## src/rtl/ssp_pkg.sv

```systemverilog
package ssp_pkg;

    localparam int SSP_DATA_W = 8;
    localparam int SSP_DIV_W  = 8;
    localparam int SSP_SYNC_N = 2;

    // One-cycle serial clock events seen by the shift core
    typedef struct packed {
        logic lead;   // idle level -> active level
        logic trail;  // active level -> idle level
    } sck_evt_t;

    typedef enum logic {
        ROLE_SLAVE  = 1'b0,
        ROLE_MASTER = 1'b1
    } role_e;

    // Terminal count for a half-period counter; a zero divider behaves as one
    function automatic logic [31:0] half_limit(input logic [31:0] div);
        return (div == 32'd0) ? 32'd0 : div - 32'd1;
    endfunction

endpackage

```

## src/rtl/ssp_master_clk.sv

```systemverilog
module ssp_master_clk #(
    parameter int DATA_W = ssp_pkg::SSP_DATA_W,
    parameter int DIV_W  = ssp_pkg::SSP_DIV_W
) (
    input  logic                clk,
    input  logic                rst,
    input  logic                enable,
    input  logic                cpol,
    input  logic [DIV_W-1:0]    div,
    input  logic                start,
    input  logic                free_run,
    output logic                sck,
    output ssp_pkg::sck_evt_t   evt,
    output logic                running
);
    import ssp_pkg::*;

    localparam int TOGGLES = 2 * DATA_W;
    localparam int TW      = $clog2(TOGGLES);
    localparam logic [TW-1:0] LAST_TOG = TW'(TOGGLES - 1);

    logic [DIV_W-1:0] hcnt;
    logic [DIV_W-1:0] lim;
    logic [TW-1:0]    tog;
    logic             run_q;
    logic             sck_q;
    logic             tick;

    assign lim  = DIV_W'(half_limit(32'(div)));
    assign tick = run_q && enable && (hcnt == lim);

    always_ff @(posedge clk) begin
        if (rst) begin
            run_q <= 1'b0;
            sck_q <= 1'b0;
            hcnt  <= '0;
            tog   <= '0;
        end else if (!run_q) begin
            hcnt  <= '0;
            tog   <= '0;
            sck_q <= cpol;
            if (enable && (start || free_run))
                run_q <= 1'b1;
        end else if (!enable) begin
            run_q <= 1'b0;
            sck_q <= cpol;
        end else if (tick) begin
            hcnt  <= '0;
            sck_q <= ~sck_q;
            if (tog == LAST_TOG) begin
                tog <= '0;
                if (!free_run)
                    run_q <= 1'b0;
            end else begin
                tog <= tog + 1'b1;
            end
        end else begin
            hcnt <= hcnt + 1'b1;
        end
    end

    always_comb begin
        evt.lead  = tick && !tog[0];
        evt.trail = tick &&  tog[0];
    end

    assign sck     = sck_q;
    assign running = run_q;

endmodule

```

## src/rtl/ssp_slave_edge.sv

```systemverilog
module ssp_slave_edge #(
    parameter int SYNC_N = ssp_pkg::SSP_SYNC_N
) (
    input  logic              clk,
    input  logic              rst,
    input  logic              enable,
    input  logic              cpol,
    input  logic              sck_raw,
    input  logic              sdi_raw,
    output logic              sdi_sync,
    output ssp_pkg::sck_evt_t evt
);
    import ssp_pkg::*;

    logic [SYNC_N-1:0] sck_pipe;
    logic [SYNC_N-1:0] sdi_pipe;
    logic              sck_prev;
    logic              sck_s;

    // Synchroniser stages, first stage from the pin
    genvar g;
    generate
        for (g = 0; g < SYNC_N; g++) begin : g_sync
            if (g == 0) begin : g_first
                always_ff @(posedge clk) begin
                    if (rst) begin
                        sck_pipe[g] <= 1'b0;
                        sdi_pipe[g] <= 1'b0;
                    end else begin
                        sck_pipe[g] <= sck_raw;
                        sdi_pipe[g] <= sdi_raw;
                    end
                end
            end else begin : g_next
                always_ff @(posedge clk) begin
                    if (rst) begin
                        sck_pipe[g] <= 1'b0;
                        sdi_pipe[g] <= 1'b0;
                    end else begin
                        sck_pipe[g] <= sck_pipe[g-1];
                        sdi_pipe[g] <= sdi_pipe[g-1];
                    end
                end
            end
        end
    endgenerate

    assign sck_s    = sck_pipe[SYNC_N-1];
    assign sdi_sync = sdi_pipe[SYNC_N-1];

    always_ff @(posedge clk) begin
        if (rst)
            sck_prev <= 1'b0;
        else
            sck_prev <= sck_s;
    end

    always_comb begin
        evt.lead  = enable && (sck_s != sck_prev) && (sck_s != cpol);
        evt.trail = enable && (sck_s != sck_prev) && (sck_s == cpol);
    end

endmodule

```

## src/rtl/ssp_shifter.sv

```systemverilog
module ssp_shifter #(
    parameter int DATA_W = ssp_pkg::SSP_DATA_W
) (
    input  logic              clk,
    input  logic              rst,
    input  ssp_pkg::sck_evt_t evt,
    input  logic              sdi_bit,
    input  logic              load,
    input  logic [DATA_W-1:0] load_data,
    output logic              sdo,
    output logic              busy,
    output logic              done,
    output logic [DATA_W-1:0] rx_byte
);
    import ssp_pkg::*;

    localparam int CW = (DATA_W > 1) ? $clog2(DATA_W) : 1;
    localparam logic [CW-1:0] LAST_BIT = CW'(DATA_W - 1);

    logic [DATA_W-1:0] sh;
    logic [CW-1:0]     cnt;
    logic              cap;
    logic              phase;
    logic              shift_now;

    assign shift_now = evt.trail && phase;
    assign rx_byte   = {sh[DATA_W-2:0], cap};
    assign done      = shift_now && (cnt == LAST_BIT);

    always_ff @(posedge clk) begin
        if (rst) begin
            sh    <= '0;
            cnt   <= '0;
            cap   <= 1'b0;
            phase <= 1'b0;
        end else if (load) begin
            sh    <= load_data;
            cnt   <= '0;
            phase <= 1'b0;
        end else if (evt.lead) begin
            cap   <= sdi_bit;
            phase <= 1'b1;
        end else if (shift_now) begin
            sh    <= rx_byte;
            phase <= 1'b0;
            cnt   <= (cnt == LAST_BIT) ? '0 : cnt + 1'b1;
        end
    end

    assign sdo  = sh[DATA_W-1];
    assign busy = phase || (cnt != '0);

endmodule

```

## src/rtl/ssp_rx_hold.sv

```systemverilog
module ssp_rx_hold #(
    parameter int DATA_W = ssp_pkg::SSP_DATA_W
) (
    input  logic              clk,
    input  logic              rst,
    input  logic              done,
    input  logic [DATA_W-1:0] rx_byte,
    input  logic              clr,
    output logic [DATA_W-1:0] held,
    output logic              flag,
    output logic              ovr
);
    always_ff @(posedge clk) begin
        if (rst) begin
            held <= '0;
            flag <= 1'b0;
            ovr  <= 1'b0;
        end else if (done) begin
            held <= rx_byte;
            flag <= 1'b1;
            ovr  <= clr ? 1'b0 : (ovr | flag);
        end else if (clr) begin
            flag <= 1'b0;
            ovr  <= 1'b0;
        end
    end
endmodule

```

## src/rtl/ssp_shift_port.sv

```systemverilog
module ssp_shift_port #(
    parameter int DATA_W = ssp_pkg::SSP_DATA_W,
    parameter int DIV_W  = ssp_pkg::SSP_DIV_W,
    parameter int SYNC_N = ssp_pkg::SSP_SYNC_N
) (
    input  logic              clk,
    input  logic              rst,
    input  logic              is_master,
    input  logic              cpol,
    input  logic [DIV_W-1:0]  clk_div,
    input  logic              wr_stb,
    input  logic [DATA_W-1:0] wr_data,
    output logic [DATA_W-1:0] rd_data,
    output logic              done_flag,
    input  logic              done_clr,
    output logic              overrun,
    input  logic              sck_in,
    output logic              sck_out,
    output logic              sck_oe,
    input  logic              sdi,
    output logic              sdo,
    input  logic              sdo_en,
    output logic              sdo_oe,
    output logic              busy
);
    import ssp_pkg::*;

    role_e             role;
    sck_evt_t          m_evt;
    sck_evt_t          s_evt;
    sck_evt_t          core_evt;
    logic              m_running;
    logic              core_busy;
    logic              core_done;
    logic [DATA_W-1:0] core_rx;
    logic              sdi_sync;
    logic              sdi_core;
    logic              accept_wr;

    assign role      = is_master ? ROLE_MASTER : ROLE_SLAVE;
    assign busy      = (role == ROLE_MASTER) ? m_running : core_busy;
    assign accept_wr = wr_stb && !busy;

    ssp_master_clk #(.DATA_W(DATA_W), .DIV_W(DIV_W)) u_mclk (
        .clk      (clk),
        .rst      (rst),
        .enable   (role == ROLE_MASTER),
        .cpol     (cpol),
        .div      (clk_div),
        .start    (accept_wr),
        .free_run (!sdo_en),
        .sck      (sck_out),
        .evt      (m_evt),
        .running  (m_running)
    );

    ssp_slave_edge #(.SYNC_N(SYNC_N)) u_sedge (
        .clk      (clk),
        .rst      (rst),
        .enable   (role == ROLE_SLAVE),
        .cpol     (cpol),
        .sck_raw  (sck_in),
        .sdi_raw  (sdi),
        .sdi_sync (sdi_sync),
        .evt      (s_evt)
    );

    assign core_evt = (role == ROLE_MASTER) ? m_evt : s_evt;
    assign sdi_core = (role == ROLE_MASTER) ? sdi : sdi_sync;

    ssp_shifter #(.DATA_W(DATA_W)) u_shift (
        .clk       (clk),
        .rst       (rst),
        .evt       (core_evt),
        .sdi_bit   (sdi_core),
        .load      (accept_wr),
        .load_data (wr_data),
        .sdo       (sdo),
        .busy      (core_busy),
        .done      (core_done),
        .rx_byte   (core_rx)
    );

    ssp_rx_hold #(.DATA_W(DATA_W)) u_hold (
        .clk     (clk),
        .rst     (rst),
        .done    (core_done),
        .rx_byte (core_rx),
        .clr     (done_clr),
        .held    (rd_data),
        .flag    (done_flag),
        .ovr     (overrun)
    );

    assign sck_oe = (role == ROLE_MASTER);
    assign sdo_oe = sdo_en;

endmodule

```

## config.mk

```make
export PLATFORM = sky130hd
export DESIGN_NAME = ssp_shift_port
export DESIGN_NICKNAME = d
export VERILOG_FILES = /design/src/rtl/ssp_pkg.sv /design/src/rtl/ssp_master_clk.sv /design/src/rtl/ssp_slave_edge.sv /design/src/rtl/ssp_shifter.sv /design/src/rtl/ssp_rx_hold.sv /design/src/rtl/ssp_shift_port.sv
export SDC_FILE = /design/constraint.sdc
export NUM_CORES = 1
export LEC_CHECK = 0
export BUFFER_PORTS_ARGS = -buffer_cell sky130_fd_sc_hd__buf_4
export CAP_MARGIN = 20
export CORE_UTILIZATION = 61
export DETAILED_ROUTE_END_ITERATION = 16
export PLACE_DENSITY = 0.85
export SYNTH_ARGS = -nofsm -noshare
export SYNTH_HDL_FRONTEND = slang
export SYNTH_SLANG_ARGS = --single-unit
```

## constraint.sdc

```tcl
create_clock -name clk -period 3.6 [get_ports clk]
set_input_delay 0.18 -clock clk [delete_from_list [all_inputs] [get_ports clk]]
set_output_delay 0.18 -clock clk [all_outputs]
set_load 0.1 [all_outputs]
```

==> flow_summary_export.csv <==
group,metric,value,unit
yosys,syn_area,2530,um2
drt,ant_nets,0,
clock_tree,cts.path.max_buffers,2,
timing,period_minus_slack,2.62,ns
setup_path,crit_type,"input port to flip-flop",
cells_and_area,stdcell_area,2930,um2
yosys,synth_area_leaders,"dfxtp_1, nand2b_1, mux2i_1",
cells_and_area,final_cells,368,
setup_path,crit_fanout,10,
global_route,grt_pass1_wl,8910,um
yosys,synth.most_common_cell,"dfxtp_1",
timing,rsz0062_at_grt,"no",
timing,maxSlewViolCount,0,
yosys,synth_area_leader_cell,"dfxtp_1",
setup_path,cp-endpoint,"u_shift.sh[7]",
place,dpl.cell_count,361,
drt,drt-total-wl,5460,um
die,die_h,66.4,um
yosys,ys.flop_type,"dfxtp_1",
run,drv_cap,0,
timing,relSlewSlack,47.2,%
yosys,syn_nets,317,
die,fp-row-count,23,
yosys,ys_warn_count,0,
yosys,synth_top_cells_by_count,"dfxtp_1, nand2b_1, inv_1",
setup_path,reg2reg_slack,1.26,ns
clock_tree,cts.sinks,42,
clock_tree,cts_root_buf,"clkbuf_8",
clock_tree,cts_tree,"done",
global_route,grt_antenna_before_repair,0,
yosys,synthCells,286,
setup_path,r2r-start,"u_shift.phase",
drt,drt_iter0_drc,126,
setup_path,r2r_end,"u_shift.cap",
global_route,grt_remaining_overflow,0,
clock_tree,cts_made_buffers,5,
timing,period_share,72.9,%
global_route,track_usage,26.3,%
die,ios,40,
cells_and_area,nFillCells,299,
hold_path,min_path_type,"input port to flip-flop",
cells_and_area,regArea,841,um2
clock_tree,postCtsSetupBuffers,0,
cells_and_area,area_delta_synth_final,15.7,%
drt,vias_per_cell,6.11,
power_and_ir_drop,powerDensity,350,nW/um2
clock_tree,cts_htree_levels,2,
drt,drc,0,
clock_tree,clkLatencyLatePin,0.29,ns
timing,finalSetupViolations,0,
global_route,grt_pass1_vias,1976,
cells_and_area,fin_nets,349,
drt,wl_per_cell,14.8,um
timing,worst_pin_slew,0.787,ns
timing,hold_viol,0,
clock_tree,ctsHoldBuffers,0,
power_and_ir_drop,total_power,0.00102,W
setup_path,cp-end-kind,"flip-flop",
global_route,grt_max_degree,38,
die,coreArea,4000,um2
yosys,synth-seq-cells,42,
setup_path,critPathLaunchType,"input port",
power_and_ir_drop,ir_drop,288,uV
drt,vias,2250,
run_status,status,"completed",
die,dieArea,4410,um2
yosys,async_reset_ff_share,0,%
yosys,postSynthAreaPerCell,8.85,um2
place,dpl-instance-area,2810,um2
place,dp_hpwl,3960,um
timing,totalNegativeSetupSlack,0,ns
clock_tree,clk_pin_slew,0.07,ns
cells_and_area,multi_input_area,1540,um2
drt,drtPass1Iterations,5,
place,port-buffer-count,39,
timing,max_freq,0.381,GHz
setup_path,worstSetupStartpoint,"clk_div[0]",
timing,fin_skew,0.00386,ns
setup_path,cp.required,3.79,ns
yosys,yosysSeqAreaShare,33.2,%
die,initial_core_util,63.2,%
timing,timing.hold.ws,0.0758,ns
setup_path,arrival,2.81,ns
yosys,synth-edff-count,0,
setup_path,r2r_cells,7,
cells_and_area,diodes,0,
place,place_congestion,0.960,
yosys,ys_types,60,
cells_and_area,drive_above_1_share,21.1,%
clock_tree,cts_resized,0,
die,die_w,66.4,um
power_and_ir_drop,p_leak,1.09,nW
yosys,synth_top_area_share,33.2,%
==> power by group <==
part	leakage (nW)	internal [W]	total (W)	switching (W)
sequential	0.341	0.000480	0.000492	0.0000127
combinational	0.687	0.0000631	0.000157	0.0000939
clock	0.0573	0.000222	0.000374	0.000152
==> worst min-delay path by stage <==
| stage | to | depth (start not counted) | slack (ns) | start |
|---|---|---|---|---|
| after floorplan | u_mclk.running | 1 | 0.28 | sdo_en |
| after global placement | u_mclk.running | 2 | 0.38 | sdo_en |
| after detailed placement | u_mclk.running | 2 | 0.39 | sdo_en |
| after CTS | u_mclk.running | 2 | 0.07 | sdo_en |
| after global routing | u_mclk.running | 2 | 0.08 | sdo_en |
| final | u_mclk.running | 2 | 0.08 | sdo_en |
==> cell type report <==
type,instances,share of cell area [%]
Clock buffer,6,2.82
Clock inverter,1,1.03
Inverter,18,2.31
Multi-Input combinational cell,211,52.7
Sequential cell,42,28.7
Tap cell,50,2.14
Timing Repair Buffer,40,10.3
==> cells by family (layout without fill, tap and decap cells) <==
logic type	count (synthesis)	after routing	share of synthesized area, %
flops	42	42	33.2
xor+xnor	12	12	4.15
buf+inv	33	65	5.79
simple gates	117	117	28.7
compound gates	66	66	21.2
mux	10	10	3.96
fa+ha+maj	6	6	2.97
==> metal layers <==
| metal | part of all wire (%) | GRT usage (%) |
|---|---|---|
| met5 | 0 | 0 |
| met1 | 43 | 32.2 |
| met3 | 5.0 | 5.00 |
| met4 | 1.5 | 9.84 |
| met2 | 50 | 45.3 |
==> registers in the layout, indices dropped and copies added, names as in the netlist <==
register,count
u_shift.phase,1
u_shift.cnt,3
u_hold.held,8
u_mclk.sck,1
u_sedge.sck_pipe,1
u_shift.cap,1
u_sedge.sdi_sync,1
u_shift.sh,8
u_sedge.sck_s,1
u_sedge.sck_prev,1
u_hold.flag,1
u_mclk.hcnt,8
u_mclk.tog,4
u_sedge.sdi_pipe,1
u_hold.ovr,1
u_mclk.running,1
==> layout by cell type, fill, tap and decap left out, types with 7 or more instances in the layout <==
cell type	count
nor2_1	13
nand4_1	7
dfxtp_1	42
buf_4	40
inv_1	18
nor2b_1	10
o221a_1	8
or2_2	9
nand2b_1	20
nor3_1	11
nand2_1	14
mux2i_1	10
a21oi_1	17
==> per-stage QoR <==
step	setup slack [ns]	util, %
final	0.977	73.2
after global routing	0.737	73.2
after CTS	1.00	73.2
after detailed placement	0.714	70.3
after global placement	0.820	70.3
after floorplan	1.08	-
==> worst max-delay path, cell delays in order <==
cell	delay, ns
buf_4	0.13
inv_1	0.09
ha_1	0.36
nor4b_2	0.47
a221oi_1	0.17
a211o_1	0.36
a31oi_4	0.22
nand4_4	0.21
and3b_1	0.34
o221a_1	0.28
(Power assumes the default switching activity.)
